===== config.mk =====
export PLATFORM = sky130hd
export DESIGN_NAME = cc_timer
export DESIGN_NICKNAME = d
export VERILOG_FILES = /design/src/rtl/cct_pkg.sv /design/src/rtl/cct_counter.sv /design/src/rtl/cct_capture.sv /design/src/rtl/cct_compare.sv /design/src/rtl/cc_timer.sv
export SDC_FILE = /design/constraint.sdc
export NUM_CORES = 1
export LEC_CHECK = 0
export ABC_AREA = 1
export BUFFER_PORTS_ARGS = -buffer_cell sky130_fd_sc_hd__buf_2
export CAP_MARGIN = 15
export CORE_ASPECT_RATIO = 0.5
export CORE_MARGIN = 2
export CORE_UTILIZATION = 48
export DETAILED_ROUTE_END_ITERATION = 6
export PLACE_DENSITY_LB_ADDON = 0.3
export SLEW_MARGIN = 20
export SYNTH_ARGS = -nofsm -noshare
export SYNTH_HDL_FRONTEND = slang
export SYNTH_SLANG_ARGS = --single-unit

===== constraint.sdc =====
create_clock -name clk -period 6.12 [get_ports clk]
set_input_delay 1.53 -clock clk [delete_from_list [all_inputs] [get_ports clk]]
set_output_delay 1.53 -clock clk [all_outputs]
set_load 0.03 [all_outputs]

===== src/rtl/cct_pkg.sv =====
// Shared constants and types for the capture/compare timer.
// Assumes a 4-bit register address and two channels of each kind.
package cct_pkg;
    localparam int BYTE_W = 8;
    localparam int CNT_W  = 16;
    localparam int N_CAP  = 2;
    localparam int N_CMP  = 2;
    localparam int N_FLG  = N_CAP + N_CMP + 1;
    localparam int ADDR_W = 4;

    localparam logic [ADDR_W-1:0] A_CNT_H = 4'd0;
    localparam logic [ADDR_W-1:0] A_CNT_L = 4'd1;
    localparam int                A_CAP_BASE = 2;
    localparam int                A_CMP_BASE = A_CAP_BASE + 2 * N_CAP;
    localparam logic [ADDR_W-1:0] A_EDGE  = 4'd10;
    localparam logic [ADDR_W-1:0] A_ACT   = 4'd11;
    localparam logic [ADDR_W-1:0] A_IEN   = 4'd12;
    localparam logic [ADDR_W-1:0] A_STAT  = 4'd13;

    // Flag positions: captures first, then compares, then wrap.
    localparam int F_CMP0 = N_CAP;
    localparam int F_OVF  = N_CAP + N_CMP;

    typedef enum logic [1:0] {
        ACT_HOLD   = 2'b00,
        ACT_TOGGLE = 2'b01,
        ACT_LOW    = 2'b10,
        ACT_HIGH   = 2'b11
    } cmp_act_e;

    // Address of the high (lo=0) or low (lo=1) byte of a channel.
    function automatic logic [ADDR_W-1:0] pair_addr(int base, int ch, int lo);
        return ADDR_W'(base + 2 * ch + lo);
    endfunction
endpackage


===== src/rtl/cct_counter.sv =====
// Free-running counter behind a power-of-two prescaler, plus the low-byte
// latch that keeps a high-then-low read pair coherent.
// Assumes CNT_W is a multiple of 8 and the high-byte read is a one-cycle strobe.
module cct_counter #(
    parameter int CNT_W    = 16,
    parameter int PRE_LOG2 = 2,
    parameter int BYTE_W   = 8
) (
    input  logic              clk,
    input  logic              rst_n,
    input  logic              rd_hi,
    input  logic              rd_lo,
    output logic [CNT_W-1:0]  cnt,
    output logic              tick,
    output logic              ovf_evt,
    output logic [BYTE_W-1:0] lo_view
);
    localparam int PRE_W = (PRE_LOG2 > 0) ? PRE_LOG2 : 1;

    logic [PRE_W-1:0]  pre;
    logic [BYTE_W-1:0] lo_buf;
    logic              lo_hold;

    generate
        if (PRE_LOG2 == 0) begin : g_nodiv
            assign tick = 1'b1;
        end else begin : g_div
            assign tick = &pre;
        end
    endgenerate

    assign ovf_evt = tick && (&cnt);
    assign lo_view = lo_hold ? lo_buf : cnt[BYTE_W-1:0];

    // Prescaler phase: wraps every 2**PRE_LOG2 clocks.
    always_ff @(posedge clk) begin
        if (!rst_n) pre <= '0;
        else        pre <= pre + 1'b1;
    end

    // Counter step on each prescaler tick, wrapping naturally.
    always_ff @(posedge clk) begin
        if (!rst_n)    cnt <= '0;
        else if (tick) cnt <= cnt + 1'b1;
    end

    // Low-byte latch: captured by a high read, released by a low read.
    always_ff @(posedge clk) begin
        if (!rst_n) begin
            lo_buf  <= '0;
            lo_hold <= 1'b0;
        end else if (rd_hi) begin
            lo_buf  <= cnt[BYTE_W-1:0];
            lo_hold <= 1'b1;
        end else if (rd_lo) begin
            lo_hold <= 1'b0;
        end
    end
endmodule


===== src/rtl/cct_capture.sv =====
// One input-capture channel: two-flop synchroniser, edge detector with
// per-edge enables, 16-bit latch, and a block set by a high-byte read.
// Assumes pin is asynchronous to clk and cnt is the registered counter.
module cct_capture #(
    parameter int CNT_W = 16
) (
    input  logic             clk,
    input  logic             rst_n,
    input  logic             pin,
    input  logic             rise_en,
    input  logic             fall_en,
    input  logic             rd_hi,
    input  logic             rd_lo,
    input  logic [CNT_W-1:0] cnt,
    output logic [CNT_W-1:0] value,
    output logic             blocked,
    output logic             evt
);
    logic [1:0] sync;
    logic       prev;
    logic       rise, fall;

    assign rise = sync[1] & ~prev;
    assign fall = ~sync[1] & prev;
    assign evt  = !blocked && ((rise && rise_en) || (fall && fall_en));

    // Synchroniser and previous-level register for edge detection.
    always_ff @(posedge clk) begin
        if (!rst_n) begin
            sync <= '0;
            prev <= 1'b0;
        end else begin
            sync <= {sync[0], pin};
            prev <= sync[1];
        end
    end

    // Capture latch loads the counter on an enabled, unblocked edge.
    always_ff @(posedge clk) begin
        if (!rst_n)   value <= '0;
        else if (evt) value <= cnt;
    end

    // Block flag: set by a high-byte read, cleared by a low-byte read.
    always_ff @(posedge clk) begin
        if (!rst_n)     blocked <= 1'b0;
        else if (rd_hi) blocked <= 1'b1;
        else if (rd_lo) blocked <= 1'b0;
    end
endmodule


===== src/rtl/cct_compare.sv =====
// One output-compare channel: 16-bit compare register written a byte at a
// time, disarmed by a high write and rearmed by a low write. The match
// fires on the tick that makes the counter equal to the compare value.
// Assumes tick and cnt come from cct_counter.
module cct_compare
    import cct_pkg::*;
#(
    parameter int CNT_W  = 16,
    parameter int BYTE_W = 8
) (
    input  logic              clk,
    input  logic              rst_n,
    input  logic              wr_hi,
    input  logic              wr_lo,
    input  logic [BYTE_W-1:0] wdata,
    input  logic              tick,
    input  logic [CNT_W-1:0]  cnt,
    input  cmp_act_e          act,
    output logic [CNT_W-1:0]  value,
    output logic              armed,
    output logic              pin,
    output logic              evt
);
    logic [CNT_W-1:0] cnt_next;

    assign cnt_next = cnt + 1'b1;
    assign evt      = armed && tick && (cnt_next == value);

    // Compare register and arm state from the byte writes.
    always_ff @(posedge clk) begin
        if (!rst_n) begin
            value <= '1;
            armed <= 1'b1;
        end else if (wr_hi) begin
            value[CNT_W-1:BYTE_W] <= wdata;
            armed                 <= 1'b0;
        end else if (wr_lo) begin
            value[BYTE_W-1:0] <= wdata;
            armed             <= 1'b1;
        end
    end

    // Pin action on a match.
    always_ff @(posedge clk) begin
        if (!rst_n) pin <= 1'b0;
        else if (evt) begin
            case (act)
                ACT_TOGGLE: pin <= ~pin;
                ACT_LOW:    pin <= 1'b0;
                ACT_HIGH:   pin <= 1'b1;
                default:    pin <= pin;
            endcase
        end
    end
endmodule


===== src/rtl/cc_timer.sv =====
// Capture/compare timer top: bus decode, configuration registers, event
// flags with the status-read-then-low-access clear, and the interrupt.
// Assumes at most one bus access per cycle. Read side effects act on the
// clock edge that ends the access.
module cc_timer
    import cct_pkg::*;
#(
    parameter int PRE_LOG2 = 2
) (
    input  logic              clk,
    input  logic              rst_n,
    input  logic              bus_sel,
    input  logic              bus_wr,
    input  logic [3:0]        bus_addr,
    input  logic [7:0]        bus_wdata,
    output logic [7:0]        bus_rdata,
    input  logic [N_CAP-1:0]  cap_pin,
    output logic [N_CMP-1:0]  cmp_pin,
    output logic              irq
);
    logic rd_s, wr_s;
    assign rd_s = bus_sel & ~bus_wr;
    assign wr_s = bus_sel &  bus_wr;

    logic [CNT_W-1:0]              cnt_val;
    logic                          tick, ovf_evt;
    logic [BYTE_W-1:0]             cnt_lo_view;
    logic                          cnt_lo_rd;
    logic [N_CAP-1:0][CNT_W-1:0]   cap_val;
    logic [N_CAP-1:0]              cap_blk, cap_evt, cap_lo_rd;
    logic [N_CMP-1:0][CNT_W-1:0]   cmp_val;
    logic [N_CMP-1:0]              cmp_arm, cmp_evt, cmp_lo_wr;
    logic [2*N_CAP-1:0]            edge_cfg;
    logic [2*N_CMP-1:0]            act_cfg;
    logic [N_FLG-1:0]              ien, flags, armed, flg_set, lo_acc, clr;
    logic                          stat_rd;

    assign cnt_lo_rd = rd_s && (bus_addr == A_CNT_L);
    assign stat_rd   = rd_s && (bus_addr == A_STAT);

    cct_counter #(.CNT_W(CNT_W), .PRE_LOG2(PRE_LOG2), .BYTE_W(BYTE_W)) u_cnt (
        .clk     (clk),
        .rst_n   (rst_n),
        .rd_hi   (rd_s && (bus_addr == A_CNT_H)),
        .rd_lo   (cnt_lo_rd),
        .cnt     (cnt_val),
        .tick    (tick),
        .ovf_evt (ovf_evt),
        .lo_view (cnt_lo_view)
    );

    for (genvar gi = 0; gi < N_CAP; gi++) begin : g_cap
        assign cap_lo_rd[gi] = rd_s && (bus_addr == pair_addr(A_CAP_BASE, gi, 1));
        cct_capture #(.CNT_W(CNT_W)) u_cap (
            .clk     (clk),
            .rst_n   (rst_n),
            .pin     (cap_pin[gi]),
            .rise_en (edge_cfg[2*gi]),
            .fall_en (edge_cfg[2*gi+1]),
            .rd_hi   (rd_s && (bus_addr == pair_addr(A_CAP_BASE, gi, 0))),
            .rd_lo   (cap_lo_rd[gi]),
            .cnt     (cnt_val),
            .value   (cap_val[gi]),
            .blocked (cap_blk[gi]),
            .evt     (cap_evt[gi])
        );
    end

    for (genvar gi = 0; gi < N_CMP; gi++) begin : g_cmp
        assign cmp_lo_wr[gi] = wr_s && (bus_addr == pair_addr(A_CMP_BASE, gi, 1));
        cct_compare #(.CNT_W(CNT_W), .BYTE_W(BYTE_W)) u_cmp (
            .clk   (clk),
            .rst_n (rst_n),
            .wr_hi (wr_s && (bus_addr == pair_addr(A_CMP_BASE, gi, 0))),
            .wr_lo (cmp_lo_wr[gi]),
            .wdata (bus_wdata),
            .tick  (tick),
            .cnt   (cnt_val),
            .act   (cmp_act_e'(act_cfg[2*gi +: 2])),
            .value (cmp_val[gi]),
            .armed (cmp_arm[gi]),
            .pin   (cmp_pin[gi]),
            .evt   (cmp_evt[gi])
        );
    end

    assign flg_set = {ovf_evt, cmp_evt, cap_evt};
    assign lo_acc  = {cnt_lo_rd, cmp_lo_wr, cap_lo_rd};
    assign clr     = armed & lo_acc;
    assign irq     = |(flags & ien);

    // Configuration registers written from the bus.
    always_ff @(posedge clk) begin
        if (!rst_n) begin
            edge_cfg <= '0;
            act_cfg  <= '0;
            ien      <= '0;
        end else if (wr_s) begin
            if (bus_addr == A_EDGE) edge_cfg <= bus_wdata[2*N_CAP-1:0];
            if (bus_addr == A_ACT)  act_cfg  <= bus_wdata[2*N_CMP-1:0];
            if (bus_addr == A_IEN)  ien      <= bus_wdata[N_FLG-1:0];
        end
    end

    // Event flags; a status read arms the set flags for clearing.
    always_ff @(posedge clk) begin
        if (!rst_n) begin
            flags <= '0;
            armed <= '0;
        end else begin
            flags <= (flags & ~clr) | flg_set;
            if (stat_rd) armed <= flags;
            else         armed <= armed & ~clr;
        end
    end

    // Read data multiplexer.
    always_comb begin
        bus_rdata = '0;
        if (rd_s) begin
            case (bus_addr)
                A_CNT_H: bus_rdata = cnt_val[CNT_W-1:BYTE_W];
                A_CNT_L: bus_rdata = cnt_lo_view;
                A_EDGE:  bus_rdata = BYTE_W'(edge_cfg);
                A_ACT:   bus_rdata = BYTE_W'(act_cfg);
                A_IEN:   bus_rdata = BYTE_W'(ien);
                A_STAT:  bus_rdata = BYTE_W'(flags);
                default: bus_rdata = '0;
            endcase
            for (int i = 0; i < N_CAP; i++) begin
                if (bus_addr == pair_addr(A_CAP_BASE, i, 0)) bus_rdata = cap_val[i][CNT_W-1:BYTE_W];
                if (bus_addr == pair_addr(A_CAP_BASE, i, 1)) bus_rdata = cap_val[i][BYTE_W-1:0];
            end
            for (int i = 0; i < N_CMP; i++) begin
                if (bus_addr == pair_addr(A_CMP_BASE, i, 0)) bus_rdata = cmp_val[i][CNT_W-1:BYTE_W];
                if (bus_addr == pair_addr(A_CMP_BASE, i, 1)) bus_rdata = cmp_val[i][BYTE_W-1:0];
            end
        end
    end
endmodule


==> impl_metrics.env, run 1 <==
export IMPL_syn_area_mm2=0.006151
export IMPL_post_cts_resized=0
export IMPL_grt_pass1_vias=5660
export IMPL_vias_per_cell=5.798
export IMPL_dp_hpwl_um=14540
export IMPL_tightest_slew_ns=1.004
export IMPL_seqCellArea_mm2=0.002522
export IMPL_avgSynthCellArea_um2=6.700
export IMPL_period_needed_ns=5.034
export IMPL_intPower_mw=1.528
export IMPL_antenna_found_initial=0
export IMPL_row_count=29
export IMPL_worst_endpoint_required_ns=4.59
export IMPL_dp_cells=1087
export IMPL_synth_nets=938
export IMPL_fin_cells=1119
export IMPL_combPwrFrac=0.066
export IMPL_cts_tree="built"
export IMPL_port_buffers=28
export IMPL_p_leak_nw=2.975
export IMPL_area_growth_pct=14.24
export IMPL_clkPwrFrac=0.521
export IMPL_layout_common_cells="nand2_1 (222), dfxtp_1 (126), a21oi_1 (120)"
export IMPL_layout_drive_gt1_share=0.09800
export IMPL_h_tree_depth=4
export IMPL_cp_cell_sequence="buf_2 > inv_1 > nand2_1 > nor2_1 > nand2_1 > o21ai_0 > nor2_1 > o2111ai_1 > o21ai_0 > nand3_1 > nor2_1 > nand3_1 > nand2_1 > inv_1 > buf_2"
export IMPL_n_fill_cell=1190
export IMPL_yosys_most_used_dff="dfxtp_1"
export IMPL_swShare=0.2583
export IMPL_fp_dieH_um=84.05
export IMPL_multi_input_area_mm2=0.003134
export IMPL_drt_iter0_markers=718
export IMPL_status="complete, no violations"
export IMPL_rsz0062_at_grt="no"
export IMPL_crit_fanout=6
export IMPL_grt_max_degree=103
export IMPL_dieWidth_um=164.1
export IMPL_maxSlewViolCount=0
export IMPL_period_share=0.8225
export IMPL_crit_type="input port to primary output"
export IMPL_crit_buf_inv=4
export IMPL_slew_headroom=0.3281
export IMPL_setup_viol=0
export IMPL_die_area_mm2=0.01379
export IMPL_diodes=0
export IMPL_slowest_delay_ns=0.29
export IMPL_drcViolationCount=0
export IMPL_ys_ff_latch=126
export IMPL_io_pins=29
export IMPL_place_congestion=0.9678
export IMPL_synth_edf_count=0
export IMPL_timing_critical_path_arrival_ns=3.50
export IMPL_async_flop_share=0
export IMPL_postCtsHoldBufs=0
export IMPL_drt_pass1_iterations=7
export IMPL_p_per_area_mw_per_mm2=293.2
export IMPL_grt_usage=0.3003
export IMPL_start_util=0.4885
export IMPL_final_nets=956
export IMPL_grt_overflow_total=0
export IMPL_finalClockSkew_ns=0.009557
export IMPL_crit_slowest_cell="nor2_1"
export IMPL_ys_seq_area_frac=0.4101
export IMPL_wl_per_cell_um=18.31
export IMPL_tns_ns=0
export IMPL_p_switching_mw=0.5321
export IMPL_numCtsBuffers=17
export IMPL_ant_nets=0
export IMPL_grt_pass1_wl_um=31080
export IMPL_drt_total_wl_um=20490
export IMPL_vdd_ir_drop_max_uv=156.5
export IMPL_syn_inst=918
export IMPL_core_mm2=0.01259
export IMPL_cts_clk_slew_worst_paths_ns=0.06
export IMPL_hold_viol=0
export IMPL_cts_root_buffer="clkbuf_16"
export IMPL_cts_sinks=126
export IMPL_maxCapViolations=0
export IMPL_via_count=6488
export IMPL_hold_path_class="flip-flop to flip-flop"
export IMPL_clk_latency_ns=0.43
export IMPL_seq_power_share=0.413
export IMPL_cp_start_kind="input port"
export IMPL_cts_buffer_depth=2
export IMPL_cts_setup_buffers=0
export IMPL_crit_path_end_kind="primary output"
export IMPL_ys_types=34
export IMPL_critPathTopFamily="simple AND/OR/NAND/NOR gates"
export IMPL_max_freq_mhz=198.7
export IMPL_ys_warnings_count=0
export IMPL_layout_commonest_cell="nand2_1"
-- tightest hold or removal path, stage by stage (launching register included) --
cell and delay (ns):
dfxtp_1 0.30, nand2_1 0.04, inv_1 0.04
-- cells in the mapped netlist (4+ instances only) --
cell type / instances / area share
inv_1: 90 / 0.055
o21ai_0: 111 / 0.090
nand3b_1: 5 / 0.0061
nand4_1: 11 / 0.011
o22ai_1: 4 / 0.0041
nand3_1: 78 / 0.063
nand2_1: 222 / 0.14
o21ai_1: 4 / 0.0033
a21oi_1: 120 / 0.098
o31ai_1: 4 / 0.0049
nor2_1: 57 / 0.035
o211ai_1: 7 / 0.0085
dfxtp_1: 126 / 0.41
buf_2: 7 / 0.0057
nand2_2: 4 / 0.0041
or2_2: 5 / 0.0051
nor2_2: 11 / 0.011
clkbuf_1: 25 / 0.015
-- final cells by class --
cell class                      count  area share
Clock buffer                       18     0.06250
Timing Repair Buffer               34     0.02635
Inverter                           94     0.05021
Tap cell                          170     0.03027
Clock inverter                     14     0.02564
Multi-Input combinational cell    663      0.4460
Sequential cell                   126      0.3590
-- kinds of logic after synthesis --
kind of cell | after synthesis | share of synthesized area
compound gates | 257 | 0.2185
xor+xnor | 3 | 0.004273
fa+ha+maj | 2 | 0.004068
buf+inv | 129 | 0.08157
flops | 126 | 0.4101
simple gates | 401 | 0.2815
-- metrics by stage --
step | total power [mW] | hold slack, ns | utilization | cell area, um^2 | worst slack [ns]
2_1_floorplan | 0.9468 | 0.3905 | - | 6151 | 1.575
3_3_place_gp | 0.9961 | 0.3934 | 0.5085 | 6402 | 1.167
6_report | 2.060 | 0.4110 | 0.5581 | 7027 | 1.086
3_5_place_dp | 0.9986 | 0.3962 | 0.5085 | 6402 | 1.132
4_1_cts | 2.056 | 0.4111 | 0.5577 | 7022 | 1.114
5_1_grt | 2.112 | 0.4514 | 0.5581 | 7027 | 0.8733
-- flip-flops by register name, summed over array words and instances, names as in the netlist --
| signal | cells |
|---|---|
| edge_cfg | 4 |
| g_cap.u_cap.value | 32 |
| g_cap.u_cap.sync | 4 |
| flags | 5 |
| g_cmp.u_cmp.value | 32 |
| u_cnt.lo_buf | 8 |
| g_cap.u_cap.blocked | 2 |
| g_cap.u_cap.prev | 2 |
| armed | 5 |
| u_cnt.cnt | 16 |
| u_cnt.lo_hold | 1 |
| g_cmp.u_cmp.armed | 2 |
| act_cfg | 4 |
| g_cmp.u_cmp.pin | 2 |
| ien | 5 |
| u_cnt.pre | 2 |
-- per-layer routing --
metal	part of all wire	routed length (um)	GRT usage
met1	0.46	9434	0.4569
met2	0.40	8167	0.4043
met3	0.13	2588	0.08445
met4	0.015	301	0.08772
met5	0	0	0
-- power groups by stage --
| stage | logic (mW) | clock network, mW | registers (mW) |
|---|---|---|---|
| final | 0.137 | 1.07 | 0.851 |
| after global placement | 0.128 | 0 | 0.868 |
| after CTS | 0.132 | 1.07 | 0.850 |
| after global routing | 0.148 | 1.11 | 0.852 |
| after detailed placement | 0.131 | 0 | 0.868 |
| after floorplan | 0.0851 | 0 | 0.862 |
-- path summary, 6_finish.rpt --
path / slack [ns] / cells after the start / start / end
worst max-delay path: 1.09 / 15 / bus_addr[1] / bus_rdata[3]
worst min-delay path: 0.41 / 2 / g_cap[1].u_cap.sync[0] / g_cap[1].u_cap.sync[1]
worst max register to register: 3.30 / 14 / u_cnt.cnt[0] / g_cmp[1].u_cmp.pin
worst min register to register: 0.41 / 2 / g_cap[1].u_cap.sync[0] / g_cap[1].u_cap.sync[1]
Power figures use the tool's default switching activity.
==> inputs of run 2 (changes only) <==
==> constraint.sdc (replaced) <==
create_clock -name clk -period 4.56 [get_ports clk]
set_input_delay 1.14 -clock clk [delete_from_list [all_inputs] [get_ports clk]]
set_output_delay 1.14 -clock clk [all_outputs]
set_load 0.03 [all_outputs]
==> impl_metrics.env, run 2 (same netlist as run 1, synthesis figures left out) <==
export IMPL_status="complete, no violations"
export IMPL_p_leak_nw=3.023
export IMPL_grt_max_degree=57
export IMPL_grt_usage=0.3093
export IMPL_vias_per_cell=5.773
export IMPL_fin_cells=1128
export IMPL_rr_worst_depth=13
export IMPL_maxCapViolations=0
export IMPL_core_mm2=0.01259
export IMPL_port_buffers=28
export IMPL_crit_type="input port to primary output"
export IMPL_layout_common_cells="nand2_1 (222), dfxtp_1 (126), a21oi_1 (120)"
export IMPL_fin_area_mm2=0.007083
export IMPL_h_tree_depth=4
export IMPL_cts_sinks=126
export IMPL_n_fill_cell=1208
export IMPL_crit_fanout=10
export IMPL_rsz0062_at_grt="no"
export IMPL_whs_path_depth=2
export IMPL_tightest_slew_ns=0.9872
export IMPL_die_area_mm2=0.01379
export IMPL_area_growth_pct=15.15
export IMPL_drt_pass1_iterations=7
export IMPL_hold_path_class="flip-flop to flip-flop"
export IMPL_cts_buffer_depth=2
export IMPL_swShare=0.2700
export IMPL_grt_overflow_total=0
export IMPL_maxSlewViolCount=0
export IMPL_fp_dieH_um=84.05
export IMPL_seq_power_share=0.415
export IMPL_tns_ns=0
export IMPL_crit_buf_inv=5
export IMPL_finalCoreUtilization=0.5626
export IMPL_power_mw=2.753
export IMPL_intPower_mw=2.009
export IMPL_cp_depth=14
export IMPL_slowest_delay_ns=0.37
export IMPL_dieWidth_um=164.1
export IMPL_layout_drive_gt1_share=0.1065
export IMPL_cts_tree="built"
export IMPL_timing_critical_path_arrival_ns=2.96
export IMPL_max_freq_mhz=244.1
export IMPL_worst_endpoint_required_ns=3.42
export IMPL_placed_area_mm2=0.006470
export IMPL_ant_nets=0
export IMPL_combPwrFrac=0.067
export IMPL_place_congestion=1.087
export IMPL_via_count=6512
export IMPL_grt_pass1_vias=5787
export IMPL_io_pins=29
export IMPL_crit_path_end_kind="primary output"
export IMPL_clk_latency_ns=0.43
export IMPL_layout_commonest_cell="nand2_1"
export IMPL_drt_iter0_markers=971
export IMPL_row_count=29
export IMPL_crit_slowest_cell="a21oi_1"
export IMPL_dp_cells=1096
export IMPL_period_needed_ns=4.096
export IMPL_antenna_found_initial=0
export IMPL_numCtsBuffers=17
export IMPL_postCtsHoldBufs=0
export IMPL_drt_total_wl_um=20680
export IMPL_grt_pass1_wl_um=32130
export IMPL_finalClockSkew_ns=0.008536
export IMPL_cts_root_buffer="clkbuf_16"
export IMPL_drcViolationCount=0
export IMPL_critPathTopFamily="compound AO/OA/AOI/OAI gates"
export IMPL_wl_per_cell_um=18.34
export IMPL_period_share=0.8983
export IMPL_p_per_area_mw_per_mm2=388.6
export IMPL_setup_viol=0
export IMPL_hold_viol=0
export IMPL_slew_headroom=0.3378
export IMPL_final_nets=965
export IMPL_cts_clk_slew_worst_paths_ns=0.06
export IMPL_clkPwrFrac=0.518
export IMPL_post_cts_resized=0
export IMPL_largestRegisters="g_cap.u_cap.value: 32 flops, g_cmp.u_cmp.value: 32 flops, u_cnt.cnt: 16 flops"
export IMPL_cp_cell_sequence="buf_2 > inv_1 > nand2_1 > nor2_1 > buf_4 > a21oi_1 > o211ai_1 > o21ai_0 > nand2_1 > a21oi_1 > o2111ai_1 > o211ai_1 > inv_1 > buf_2"
export IMPL_p_switching_mw=0.7432
export IMPL_vdd_ir_drop_max_uv=222.1
export IMPL_dp_hpwl_um=14850
export IMPL_diodes=0
export IMPL_cp_start_kind="input port"
export IMPL_cts_setup_buffers=0
export IMPL_start_util=0.4885
-- run 2: cell types whose count changed in the layout (fill, tap and decap cells not counted) --
cell / previous run / this run
clkinv_2: 1 / 0
clkinv_4: 3 / 2
clkinvlp_4: 2 / 1
inv_6: 5 / 7
buf_4: 6 / 15
inv_8: 0 / 2
bufinv_16: 3 / 2
-- run 2: power by group through the flow --
stage / registers (mW) / logic [mW] / clock network (mW)
final: 1.14 / 0.184 / 1.43
after CTS: 1.14 / 0.177 / 1.42
after global placement: 1.16 / 0.174 / 0
after floorplan: 1.16 / 0.114 / 0
after detailed placement: 1.16 / 0.176 / 0
after global routing: 1.14 / 0.199 / 1.48
-- run 2: path summary, 6_finish.rpt --
check	startpoint	end	slack, ns
worst min register to register	g_cap[1].u_cap.sync[0]	g_cap[1].u_cap.sync[1]	0.42
worst max register to register	u_cnt.cnt[0]	g_cmp[1].u_cmp.pin	1.71
worst min-delay path	g_cap[1].u_cap.sync[0]	g_cap[1].u_cap.sync[1]	0.42
worst max-delay path	bus_addr[3]	bus_rdata[5]	0.46
-- run 2: layout make-up --
class | instances | area (um^2) | area share
inverters | 94 | 352.8 | 0.04981
well taps | 170 | 212.7 | 0.03003
repair buffers | 43 | 252.7 | 0.03568
clock inverters | 14 | 168.9 | 0.02385
multi-input cells | 663 | 3134 | 0.4425
flip-flops and latches | 126 | 2522 | 0.3561
clock buffers | 18 | 439.2 | 0.06200
-- run 2: stage by stage --
stage | hold slack, ns | setup WS, ns
final | 0.4152 | 0.4637
after global routing | 0.4481 | 0.3137
after global placement | 0.3922 | 0.5801
after CTS | 0.4162 | 0.5367
after detailed placement | 0.4002 | 0.5438
after floorplan | 0.3905 | 0.7952
-- run 2: routing by layer --
metal	track usage	up-vias	part of all wire
met5	0	-	0
li1	-	3116	-
met2	0.4013	393	0.38
met3	0.1232	48	0.14
met4	0.08453	0	0.022
met1	0.4626	2955	0.46
-- run 2: worst register-to-register path, delay by kind of cell, from the launching register on --
family	cells	cell delay, ns
flip-flops	1	0.60
AND/OR/NAND/NOR	10	1.17
buffers and inverters	1	0.21
AO/OA/AOI/OAI	2	0.78
